$ cat config.mk
export PLATFORM = sky130hd
export DESIGN_NAME = rxdet_array
export DESIGN_NICKNAME = d
export VERILOG_FILES = /design/src/rtl/rxdet_pkg.sv /design/src/rtl/rxdet_fsm.sv /design/src/rtl/rxdet_term_map.sv /design/src/rtl/rxdet_lane.sv /design/src/rtl/rxdet_array.sv
export SDC_FILE = /design/constraint.sdc
export NUM_CORES = 1
export LEC_CHECK = 0
export CAP_MARGIN = 25
export CORE_MARGIN = 3
export CORE_UTILIZATION = 50
export DETAILED_ROUTE_END_ITERATION = 12
export PLACE_DENSITY = 0.87
export SLEW_MARGIN = 20
export SYNTH_ARGS = -nofsm -noshare
export SYNTH_HDL_FRONTEND = slang
export SYNTH_SLANG_ARGS = --single-unit
$ cat constraint.sdc
create_clock -name clk -period 2.29 [get_ports clk]
set_input_delay 0.5725 -clock clk [delete_from_list [all_inputs] [get_ports clk]]
set_output_delay 0.5725 -clock clk [all_outputs]
set_load 0.1 [all_outputs]
$ cat src/rtl/rxdet_pkg.sv
package rxdet_pkg;

    // One-hot input termination select
    typedef enum logic [1:0] {
        IN_HIZ  = 2'b01,
        IN_PD50 = 2'b10
    } in_term_e;

    // One-hot output termination select
    typedef enum logic [2:0] {
        OUT_HIZ  = 3'b001,
        OUT_PU2K = 3'b010,
        OUT_PU50 = 3'b100
    } out_term_e;

    typedef enum logic [1:0] {
        DET_IDLE = 2'd0,
        DET_RUN  = 2'd1,
        DET_DONE = 2'd2
    } det_state_e;

    // Per-lane control bundle
    typedef struct packed {
        logic chan_rst_n;
        logic det_en;
        logic pwr_on;
        logic in_dis;
        logic out_dis;
        logic sig_det;
    } lane_ctl_t;

    // A lane may start or keep a detection cycle only while all of these hold
    function automatic logic detect_allowed(input lane_ctl_t c);
        return c.pwr_on && c.chan_rst_n && c.det_en;
    endfunction

    function automatic int unsigned cnt_width(input int unsigned limit);
        return (limit > 1) ? $clog2(limit) : 1;
    endfunction

endpackage

$ cat src/rtl/rxdet_fsm.sv
module rxdet_fsm
    import rxdet_pkg::*;
#(
    parameter int unsigned TIMEOUT = 256
) (
    input  logic       clk,
    input  logic       rst,
    input  lane_ctl_t  ctl,
    input  logic       load_sense,
    output det_state_e state,
    output logic       result,
    output logic       done
);
    localparam int unsigned CW = cnt_width(TIMEOUT);
    localparam logic [CW-1:0] LAST = CW'(TIMEOUT - 1);

    logic          rst_n_prev;
    logic [CW-1:0] cnt;

    always_ff @(posedge clk) begin
        if (rst) begin
            rst_n_prev <= 1'b1;
            state      <= DET_IDLE;
            cnt        <= '0;
            result     <= 1'b0;
            done       <= 1'b0;
        end else begin
            rst_n_prev <= ctl.chan_rst_n;
            done       <= 1'b0;
            if (!detect_allowed(ctl)) begin
                state <= DET_IDLE;
                cnt   <= '0;
            end else if (!rst_n_prev) begin
                state <= DET_RUN;
                cnt   <= '0;
            end else if (state == DET_RUN) begin
                if (cnt == LAST) begin
                    result <= load_sense;
                    done   <= 1'b1;
                    state  <= DET_DONE;
                end else begin
                    cnt <= cnt + 1'b1;
                end
            end
        end
    end

endmodule

$ cat src/rtl/rxdet_term_map.sv
module rxdet_term_map
    import rxdet_pkg::*;
(
    input  lane_ctl_t  ctl,
    input  det_state_e state,
    input  logic       result,
    output in_term_e   in_sel,
    output out_term_e  out_sel,
    output logic       drv_en
);
    logic attached;

    always_comb begin
        attached = 1'b0;
        if (ctl.pwr_on && ctl.chan_rst_n) begin
            if (!ctl.det_en) attached = 1'b1;
            else             attached = (state == DET_DONE) && result;
        end

        in_sel  = IN_HIZ;
        out_sel = OUT_PU2K;
        if (!ctl.pwr_on) begin
            out_sel = OUT_HIZ;
        end else if (attached) begin
            in_sel  = IN_PD50;
            out_sel = ctl.sig_det ? OUT_PU50 : OUT_PU2K;
        end

        if (ctl.in_dis)  in_sel  = IN_HIZ;
        if (ctl.out_dis) out_sel = OUT_HIZ;

        drv_en = (out_sel == OUT_PU50);
    end

endmodule

$ cat src/rtl/rxdet_lane.sv
module rxdet_lane
    import rxdet_pkg::*;
#(
    parameter int unsigned TIMEOUT = 256
) (
    input  logic      clk,
    input  logic      rst,
    input  lane_ctl_t ctl,
    input  logic      load_sense,
    output in_term_e  in_sel,
    output out_term_e out_sel,
    output logic      drv_en,
    output logic      result,
    output logic      done
);
    det_state_e state;

    rxdet_fsm #(.TIMEOUT(TIMEOUT)) u_fsm (
        .clk        (clk),
        .rst        (rst),
        .ctl        (ctl),
        .load_sense (load_sense),
        .state      (state),
        .result     (result),
        .done       (done)
    );

    rxdet_term_map u_map (
        .ctl     (ctl),
        .state   (state),
        .result  (result),
        .in_sel  (in_sel),
        .out_sel (out_sel),
        .drv_en  (drv_en)
    );

endmodule

$ cat src/rtl/rxdet_array.sv
module rxdet_array
    import rxdet_pkg::*;
#(
    parameter int unsigned NUM_CH  = 8,
    parameter int unsigned TIMEOUT = 256
) (
    input  logic                  clk,
    input  logic                  rst,
    input  logic [NUM_CH-1:0]     chan_rst_n,
    input  logic [NUM_CH-1:0]     det_en,
    input  logic [NUM_CH-1:0]     pwr_on,
    input  logic [NUM_CH-1:0]     in_dis,
    input  logic [NUM_CH-1:0]     out_dis,
    input  logic [NUM_CH-1:0]     load_sense,
    input  logic [NUM_CH-1:0]     sig_det,
    output logic [2*NUM_CH-1:0]   in_term,
    output logic [3*NUM_CH-1:0]   out_term,
    output logic [NUM_CH-1:0]     drv_en,
    output logic [NUM_CH-1:0]     det_result,
    output logic [NUM_CH-1:0]     det_done
);
    localparam int unsigned IW = $bits(in_term_e);
    localparam int unsigned OW = $bits(out_term_e);

    for (genvar i = 0; i < NUM_CH; i++) begin : g_lane
        lane_ctl_t ctl;
        in_term_e  in_sel;
        out_term_e out_sel;

        assign ctl = '{chan_rst_n: chan_rst_n[i], det_en: det_en[i],
                       pwr_on: pwr_on[i], in_dis: in_dis[i],
                       out_dis: out_dis[i], sig_det: sig_det[i]};

        rxdet_lane #(.TIMEOUT(TIMEOUT)) u_lane (
            .clk        (clk),
            .rst        (rst),
            .ctl        (ctl),
            .load_sense (load_sense[i]),
            .in_sel     (in_sel),
            .out_sel    (out_sel),
            .drv_en     (drv_en[i]),
            .result     (det_result[i]),
            .done       (det_done[i])
        );

        assign in_term[IW*i +: IW]  = in_sel;
        assign out_term[OW*i +: OW] = out_sel;
    end

endmodule

==> impl_metrics.py <==
metrics = {
    "route": {
        "wire_per_inst_um": 15.06,
        "num_vias": 5007,
        "routed_wl_um": 13490,
        "drcViolationCount": 0,
        "detail_route.iter0.violations": 240,
        "drtAntennaViolNets": 0,
        "via_per_inst": 5.588,
        "firstDrtPassIters": 5,
    },
    "clock_tree": {
        "cts-root-buf": "clkbuf_8",
        "cts_tree": "done",
        "htreeDepth": 3,
        "cts.path.max_buffers": 2,
        "cts_buffers": 9,
        "cts.clk_slew.worst_paths_ps": 100,
        "clk_latency_ps": 360,
        "numClockSinks": 104,
        "cts_hold_buffers": 0,
    },
    "flow_run": {
        "max-cap-violations": 0,
    },
    "synth": {
        "syn_area_mm2": 0.005070,
        "synthArstFlopShare_pct": 0,
        "synth_edf_count": 0,
        "syn-num-nets": 665,
        "ys_seq_area_share_pct": 41.07,
        "netlist_instances": 599,
        "synth_ff_type": "dfxtp_1",
        "synth.avg_cell_area_um2": 8.464,
        "yosysUniqueCellTypes": 45,
        "synth_seq_cells": 104,
        "yosysWarnings": 0,
    },
    "layout": {
        "area_growth_pct": 53.16,
        "antenna_cells": 0,
        "final_area_mm2": 0.007765,
        "final_util_pct": 79.08,
        "final_cell_mix": "dfxtp_1, nor2_1, buf_4, buf_12, nand2_1",
        "final_net_count": 824,
        "layout_commonest_cell": "dfxtp_1",
        "stdcell_count": 896,
        "drive_gt1_share_pct": 28.57,
    },
    "sta": {
        "totalNegativeSetupSlack_ps": 0,
        "setup_slack_ps": 69.69,
        "hold_viol_final": 0,
        "rsz0062_at_grt": "yes",
        "max_freq_mhz": 450.4,
        "min_period_over_period_pct": 96.96,
        "finalMaxSlewViolations": 0,
        "timing.hold.ws_ps": 466.7,
        "slew_headroom_pct": 59.92,
        "setup_violations": 0,
        "period_minus_slack_ps": 2220,
        "worst-slew-pin-transition_ps": 594.9,
        "clock_skew_ps": 16.37,
    },
    "worst_setup_path": {
        "r2r-end": "g_lane[7].u_lane.u_fsm.cnt[6]",
        "crit_path_start_kind": "input port",
        "worstPathRequired_ps": 1720,
        "cp-end-kind": "output pin",
        "rrSetupSlack_ps": 470,
        "cp.arrival_ps": 1650,
        "startpoint": "out_dis[7]",
        "cp_max_fo": 3,
        "timing.rr.start": "g_lane[7].u_lane.u_fsm.cnt[0]",
        "cp-endpoint": "out_term[22]",
        "reg2reg_depth": 5,
        "crit_type": "input port to output pin",
    },
    "grt": {
        "grt_pass1_vias": 5068,
        "grt_max_degree": 18,
        "antenna_found_initial": 0,
        "grtUsageTotal_pct": 23.63,
        "overflow": 0,
        "grt_first_pass_wirelength_um": 22360,
    },
    "worst_hold_path": {
        "min_path_type": "register to register",
    },
    "pwr": {
        "power_density_mw_per_mm2": 458.3,
        "vdd_drop_max_v": 0.0002564,
        "power_mw": 3.558,
        "p_leak_nw": 2.831,
    },
    "floorplan": {
        "core_mm2": 0.009819,
        "rows": 36,
        "die_w_um": 106.7,
        "dieArea_mm2": 0.01138,
        "die-height_um": 106.7,
        "start_util_pct": 51.63,
        "pin_count": 122,
    },
    "place": {
        "port_buffers": 121,
        "post_dp_cell_area_mm2": 0.007523,
        "place_ws_ps": -299.7,
        "post-dp-hpwl_um": 10310,
        "dp.cells": 875,
        "gp_congestion": 0.8301,
    },
    "status": {
        "run_status": "completed",
    },
}
metal layers:
metal  GRT usage (%)  wire (um)  part of all wire, %  vias to the layer above
met3           7.225        874                  6.5                       19
li1                -          -                    -                     2438
met5               0          0                    0                        -
met4           6.758        214                  1.6                        0
met1           25.65       5246                   39                     2380
met2           44.02       7155                   53                      170
Yosys cell counts (all sizes together), types with 3 or more instances:
cell	n	share of area [%]
a211oi	9	1.3
a21oi	34	3.4
and2	4	0.49
and3	17	2.1
and4b	3	0.59
buf	27	4.0
clkbuf	4	0.30
dfxtp	104	41
ha	8	2.0
inv	12	0.89
mux2i	15	3.0
nand2	45	3.3
nand2b	17	2.1
nand3	22	2.4
nand3b	9	1.3
nand4	18	2.2
nor2	86	6.4
nor2b	16	2.0
nor3	8	0.79
nor3b	5	0.74
nor4	10	1.2
o2111ai	3	0.52
o211ai	22	3.3
o21ai	18	1.8
o31ai	7	1.0
or2	10	1.2
or3	8	0.99
or3b	4	0.69
or4	9	1.3
xnor2	4	0.69
xor2	30	5.2
registers in the layout, summed over array words and instances, names as in the netlist:
name,count
g_lane.u_lane.u_fsm.cnt,64
g_lane.u_lane.u_fsm.state,16
g_lane.u_lane.u_fsm.done,8
g_lane.u_lane.u_fsm.result,8
g_lane.u_lane.u_fsm.rst_n_prev,8
timing repair:
action | 4_1_cts | 5_1_grt
setup endpoints to repair | 39 | 10
setup buffers | 2 | 3
resized for setup | 31 | 11
pin swaps | 8 | 4
critical path: stages:
cell and delay (ps):
clkdlybuf4s50_1 520, nand2b_4 220, a21oi_4 140, buf_12 190
worst min path at each step:
stage | endpoint | slack (ps) | cells after the start | startpoint
3_5_place_dp | g_lane[3].u_lane.u_fsm.state[0] | 450 | 1 | g_lane[3].u_lane.u_fsm.rst_n_prev
5_1_grt | g_lane[7].u_lane.u_fsm.state[0] | 490 | 1 | g_lane[7].u_lane.u_fsm.rst_n_prev
6_report | g_lane[3].u_lane.u_fsm.state[0] | 470 | 1 | g_lane[3].u_lane.u_fsm.rst_n_prev
2_1_floorplan | g_lane[3].u_lane.u_fsm.state[0] | 430 | 1 | g_lane[3].u_lane.u_fsm.rst_n_prev
3_3_place_gp | g_lane[3].u_lane.u_fsm.state[0] | 440 | 1 | g_lane[3].u_lane.u_fsm.rst_n_prev
4_1_cts | g_lane[3].u_lane.u_fsm.state[0] | 470 | 1 | g_lane[3].u_lane.u_fsm.rst_n_prev
power by group:
| part | switching (mW) | internal, mW |
|---|---|---|
| Combinational | 0.379 | 0.289 |
| Clock | 0.634 | 0.432 |
| Sequential | 0.00755 | 1.82 |
cells by family after synthesis:
family                   share of synthesized area (%)
XOR/XNOR                                         5.874
AO/OA/AOI/OAI                                    12.36
multiplexers                                     2.961
AND/OR/NAND/NOR                                  30.60
flip-flops                                       41.07
adder cells (fa/ha/maj)                          1.974
buffers and inverters                            5.158
cell type report:
cell class              count  area (um2)
clock buffers              11       141.4
clock inverters             5       40.04
fillers                   643        2054
inverters                  12       75.07
multi-input cells         452        3189
flip-flops and latches    104        2087
well taps                 133       166.4
repair buffers            179        2066
(Power assumes the default switching activity.)
